**config.mk**
```make
export PLATFORM = sky130hd
export DESIGN_NAME = pc_wrap_counter
export DESIGN_NICKNAME = d
export VERILOG_FILES = /design/src/rtl/pc_wrap_pkg.sv /design/src/rtl/pc_next_sel.sv /design/src/rtl/pc_alias_mask.sv /design/src/rtl/pc_wrap_counter.sv
export SDC_FILE = /design/constraint.sdc
export NUM_CORES = 1
export LEC_CHECK = 0
export ABC_AREA = 0
export BUFFER_PORTS_ARGS = -buffer_cell sky130_fd_sc_hd__buf_2
export CAP_MARGIN = 20
export CORE_MARGIN = 8
export CORE_UTILIZATION = 49
export CTS_BUF_LIST = sky130_fd_sc_hd__clkbuf_4 sky130_fd_sc_hd__clkbuf_8 sky130_fd_sc_hd__clkbuf_16
export CTS_CLUSTER_DIAMETER = 200
export DETAILED_ROUTE_END_ITERATION = 7
export PLACE_DENSITY = 0.84
export SETUP_SLACK_MARGIN = 0.5
export SYNTH_ARGS = -nofsm -noshare
export SYNTH_HDL_FRONTEND = slang
export SYNTH_HIERARCHICAL = 1
export SYNTH_SLANG_ARGS = --single-unit
```
**constraint.sdc**
```tcl
create_clock -name clk_i -period 3.5 [get_ports clk_i]
set_input_delay 0.175 -clock clk_i [delete_from_list [all_inputs] [get_ports clk_i]]
set_output_delay 0.175 -clock clk_i [all_outputs]
set_load 0.02 [all_outputs]
```
**src/rtl/pc_wrap_pkg.sv**
```systemverilog
package pc_wrap_pkg;
  localparam int PC_W = 13;
  typedef logic [PC_W-1:0] pc_t;

  localparam pc_t RST_VEC = 13'h0000;
  localparam pc_t IRQ_VEC = 13'h0004;

  typedef enum logic [1:0] {
    SEL_HOLD,
    SEL_INC,
    SEL_LOAD,
    SEL_IRQ
  } pc_sel_e;
endpackage

```
**src/rtl/pc_next_sel.sv**
```systemverilog
module pc_next_sel
  import pc_wrap_pkg::*;
(
  input  logic inc_i,
  input  logic load_i,
  input  logic irq_i,
  input  pc_t  cur_i,
  input  pc_t  target_i,
  output pc_t  next_o
);
  pc_sel_e sel;

  // interrupt > branch > increment
  always_comb begin
    if (irq_i)       sel = SEL_IRQ;
    else if (load_i) sel = SEL_LOAD;
    else if (inc_i)  sel = SEL_INC;
    else             sel = SEL_HOLD;
  end

  always_comb begin
    unique case (sel)
      SEL_IRQ:  next_o = IRQ_VEC;
      SEL_LOAD: next_o = target_i;
      SEL_INC:  next_o = cur_i + pc_t'(1);  // natural 13-bit rollover
      default:  next_o = cur_i;
    endcase
  end
endmodule

```
**src/rtl/pc_alias_mask.sv**
```systemverilog
module pc_alias_mask
  import pc_wrap_pkg::*;
#(
  parameter int MEM_WORDS = 2048
) (
  input  pc_t pc_i,
  output pc_t phys_o
);
  localparam int AW = $clog2(MEM_WORDS);

  for (genvar b = 0; b < PC_W; b++) begin : g_bit
    if (b < AW) begin : g_keep
      assign phys_o[b] = pc_i[b];
    end else begin : g_drop
      assign phys_o[b] = 1'b0;
    end
  end
endmodule

```
**src/rtl/pc_wrap_counter.sv**
```systemverilog
module pc_wrap_counter
  import pc_wrap_pkg::*;
#(
  parameter int MEM_WORDS = 2048
) (
  input  logic        clk_i,
  input  logic        rst_ni,
  input  logic        inc_i,
  input  logic        load_i,
  input  logic [12:0] load_addr_i,
  input  logic        irq_i,
  output logic [12:0] pc_o,
  output logic [12:0] fetch_addr_o
);
  pc_t pc_q, pc_d;

  pc_next_sel u_sel (
    .inc_i    (inc_i),
    .load_i   (load_i),
    .irq_i    (irq_i),
    .cur_i    (pc_q),
    .target_i (load_addr_i),
    .next_o   (pc_d)
  );

  always_ff @(posedge clk_i or negedge rst_ni) begin
    if (!rst_ni) pc_q <= RST_VEC;
    else         pc_q <= pc_d;
  end

  pc_alias_mask #(.MEM_WORDS(MEM_WORDS)) u_mask (
    .pc_i   (pc_q),
    .phys_o (fetch_addr_o)
  );

  assign pc_o = pc_q;
endmodule

```
=== After elaboration in Yosys (flattened, before gate mapping) ===
Index checks and enable logic that the tools add are counted.
Widths: inputs -> output; s select.

* Output and inout bits: 26
* Logic and storage cells: 10
* Register bits after elaboration: 13

* Mux-type cells: 4
* Add/sub/neg operators: 1
* Reductions and logical operators: 1
* Eq/ne operators: 3

{| class="wikitable"
|+ Operators with widths
! kind !! count
|-
| $pmux 13 s3 || 1
|-
| $add 13x1->13 const B || 1
|-
| $eq 2x2->1 const B || 2
|-
| $mux 2 || 2
|-
| $reduce_bool 3->1 || 1
|-
| $eq 2x1->1 const B || 1
|-
| $mux 1 || 1
|}

=== Logic depth before layout (Yosys ltp) ===
* Word-level depth: 5
* Mapped depth: 6
* Mapped depth without buffers: 5

=== Modules after synthesis ===
Netlist, hierarchy kept.

{| class="wikitable"
|+ Modules (own cells, without submodules)
! module !! cells an instance !! area each (um^2) !! instances
|-
| pc_next_sel || 76 || 498.0 || 1
|-
| pc_wrap_counter || 13 || 325.3 || 1
|-
| pc_alias_mask || 14 || 101.3 || 1
|}

=== Worst setup path after synthesis ===
OpenSTA, ideal clock, no wires.

* Path kind: reg-to-reg
* Start point: reg pc_q[0] (netlist: pc_o[0])
* End point: reg pc_q[12] (netlist: pc_o[12])
* Arrival: 1.524 ns
* Library setup time: 0.087 ns
* Period minus slack after synthesis: 1.611 ns
* Path slack: 1.889 ns
* Cell stages (with the launch flop): 6
* Cells stage by stage: dfrtp_1 ha_1 and4_4 nand4_1 xor2_1 a211oi_2

* Longest elaborated chain between the ends: 2

{| class="wikitable"
|+ Ends and longest elaborated chain
! what !! line !! source
|-
| from (decl) || pc_wrap_counter.sv:15 || <nowiki>pc_t pc_q, pc_d;</nowiki>
|-
| from (signal assigned) || pc_wrap_counter.sv:28 || <nowiki>else pc_q <= pc_d;</nowiki>
|-
| $add 13x1->13 || pc_next_sel.sv:25 || <nowiki>SEL_INC: next_o = cur_i + pc_t'(1);</nowiki>
|-
| $pmux 13 s3 || pc_next_sel.sv:22 || <nowiki>unique case (sel)</nowiki>
|-
| net pc_d[12] || pc_wrap_counter.sv:15 ||
|}

The timed path passes the listed nets, and every way through them passes these cells.
A chain may end at the register's enable or synchronous reset.

=== Worst setup path in the final report ===
Ends and elaborated chain as after synthesis.

==> results.yml <==
worst_setup_path:
  cp_max_fo: 8
  crit_required_ns: 3.69
  critPathCaptureType: "flip-flop"
  setup.worst_path.start_class: "flip-flop"
  crit_type: "reg2reg"
  worstPathArrival_ns: 1.83
sta:
  final_hold_viol_count: 0
  setup_tns_ns: 0
  drv_slew: 0
  rsz0062_at_grt: "no"
  post-route-min-period_ns: 1.637
  skew_ns: 0.002489
  clock.fmax_ghz: 0.6109
  holdWs_ns: 0.1262
  setup_viol: 0
  setup_slack_ns: 1.863
  min_period_over_period_pct: 46.77
final_layout:
  antenna_cells: 0
  drive_gt1_share_pct: 40.91
  syn_to_final_growth_pct: 16.51
  fillCellCount: 176
  fin_nets: 152
  largest_reg_flops: 13
  final_cells: 157
placed_design:
  io_buffers: 41
  gp_congestion: 0.8658
  place_ws_ns: 1.912
  place_inst: 152
  hpwl_um: 1774
die:
  ios: 44
  fp.coreArea_mm2: 0.001745
  die_w_um: 59.44
  rows: 15
  start_util_pct: 52.97
  die-area_mm2: 0.003533
  die_y_um: 59.44
route:
  ant_nets: 0
  drt-total-wl_um: 2337
  avgRoutedWirePerCell_um: 14.89
  drt_iter0_markers: 33
  dr.pass1.iters: 4
  drc: 0
  viasPerCell: 5.516
  vias: 866
synth:
  ys_seq_area_share_pct: 35.18
  postSynth.asyncResetShare_pct: 100.0
  synth_edf_count: 0
  synth_area_um2: 924.6
  synth_cells: 103
  synth.distinct_cells: 35
  ys_ff_latch: 13
  synthTopCellsByCount: "buf_4 (13), dfrtp_1 (13), nor2_1 (12), nand2_1 (7), nand4_1 (6)"
  synth.top_cell.area_share_pct: 35.18
  synth.largest_area_cell: "dfrtp_1"
  ys_top_cells_by_area: "dfrtp_1 (35%), buf_4 (11%), nor2_1 (4.9%)"
  syn_avg_cell_area_um2: 8.977
  ys_warn_count: 6
  synthFlopType: "dfrtp_1"
hold_path:
  hp-class: "in2reg"
clocking:
  clk_pin_slew_worst_paths_ns: 0.08
  cts_max_level: 1
  cts-root-buf: "clkbuf_4"
  cts.sinks: 13
  clockBufferDepth: 2
  cts_tree: "built"
  cts_buffers: 3
  insertion_delay_ns: 0.27
job:
  drv_cap: 0
power_and_ir_drop:
  vdd_ir_drop_max_mv: 0.1726
  powerDensity_mw_per_mm2: 340.1
  p_leak_nw: 0.5244
outcome:
  status: "completed"
global_routing:
  grt_pass1_wl_um: 3774
  grt_max_degree: 22
  antenna_found_initial: 0
  overflow: 0
  grt.total_usage_pct: 13.65
  grt_pass1_vias: 830
[final cells by class]
type / count / area (µm²) / area share (%)
Clock buffer: 4 / 30.03 / 2.787
Inverter: 1 / 3.754 / 0.3484
Multi-Input combinational cell: 72 / 471.7 / 43.79
Sequential cell: 13 / 325.3 / 30.20
Tap cell: 25 / 31.28 / 2.904
Timing Repair Buffer: 42 / 215.2 / 19.98
[per-stage QoR]
stage / utilization [%] / power (W) / cell area (µm²)
floorplan: - / 0.0002441 / 928.4
finish: 61.72 / 0.0003664 / 1077
global route: 61.72 / 0.0003882 / 1077
CTS: 61.72 / 0.0003708 / 1077
global placement: 59.43 / 0.0002663 / 1037
detailed placement: 59.43 / 0.0002683 / 1037
[final timing paths]
check | from | to | slack [ns] | depth (start not counted)
max | pc_o[0] | pc_o[12] | 1.86 | 5
min | load_addr_i[11] | pc_o[11] | 0.13 | 2
max reg2reg | pc_o[0] | pc_o[12] | 1.86 | 5
min reg2reg | pc_o[12] | pc_o[12] | 0.66 | 2
max in group asynchronous | rst_ni | pc_o[7] | 2.97 | 2
min in group asynchronous | rst_ni | pc_o[2] | 0.31 | 2
[routing by layer]
metal	routed length, µm	GRT usage (%)	up-vias	part of all wire [%]
met2	1060	21.42	48	45
li1	-	-	421	-
met1	1057	16.94	395	45
met4	27	6.143	0	1.2
met5	0	0	-	0
met3	192	3.471	2	8.2
[cell usage in the layout, fill, tap and decap left out]
master          n
nand2b_1        2
and3_1          1
a32o_1          1
dlygate4sd3_1   1
nor2_1         12
clkbuf_4        4
o2bb2ai_1       1
a311oi_1        2
mux2i_1         1
nand2_1         7
o21ai_0         2
nand4_2         1
o211ai_1        2
nand3_1         2
o21ai_1         1
nor3_1          3
a211oi_1        3
a2111oi_2       1
a211oi_2        3
o22ai_1         1
nand4_1         6
and3_2          2
and4_4          1
dfrtp_1        13
and4_1          1
xnor2_1         1
or3_1           1
o311a_1         1
ha_1            1
a21oi_1         5
inv_2           1
xor2_1          5
buf_2          41
conb_1          2
[cell families (layout without fill, tap and decap cells)]
family | count (synthesis) | after routing | share of synthesized area [%]
mux | 1 | 1 | 1.083
simple gates | 39 | 39 | 22.33
compound gates | 23 | 23 | 19.76
buf+inv | 19 | 47 | 14.21
other cells | 1 | 2 | 0.4056
fa+ha+maj | 1 | 1 | 1.353
flops | 13 | 13 | 35.18
xor+xnor | 6 | 6 | 5.683
[worst max-delay path, cell delays in order (launching register included)]
cell and delay, ns:
dfrtp_1 0.49, ha_1 0.31, and4_4 0.27, nand4_1 0.11
xor2_1 0.17, a211oi_2 0.20
[report_power, final]
group	leakage, nW	switching, W	internal (W)
clock	0.0184	0.0000483	0.0000518
combinational	0.339	0.0000586	0.0000331
sequential	0.167	0.0000155	0.000159
[timing repair]
action | in CTS | in global routing
endpoints found under the hold margin | 13 | 0
resized for setup | 0 | 0
hold buffers | 1 | 0
buffers inserted | 0 | 0
endpoints found under the setup margin | 0 | 0
(Power assumes the default switching activity.)
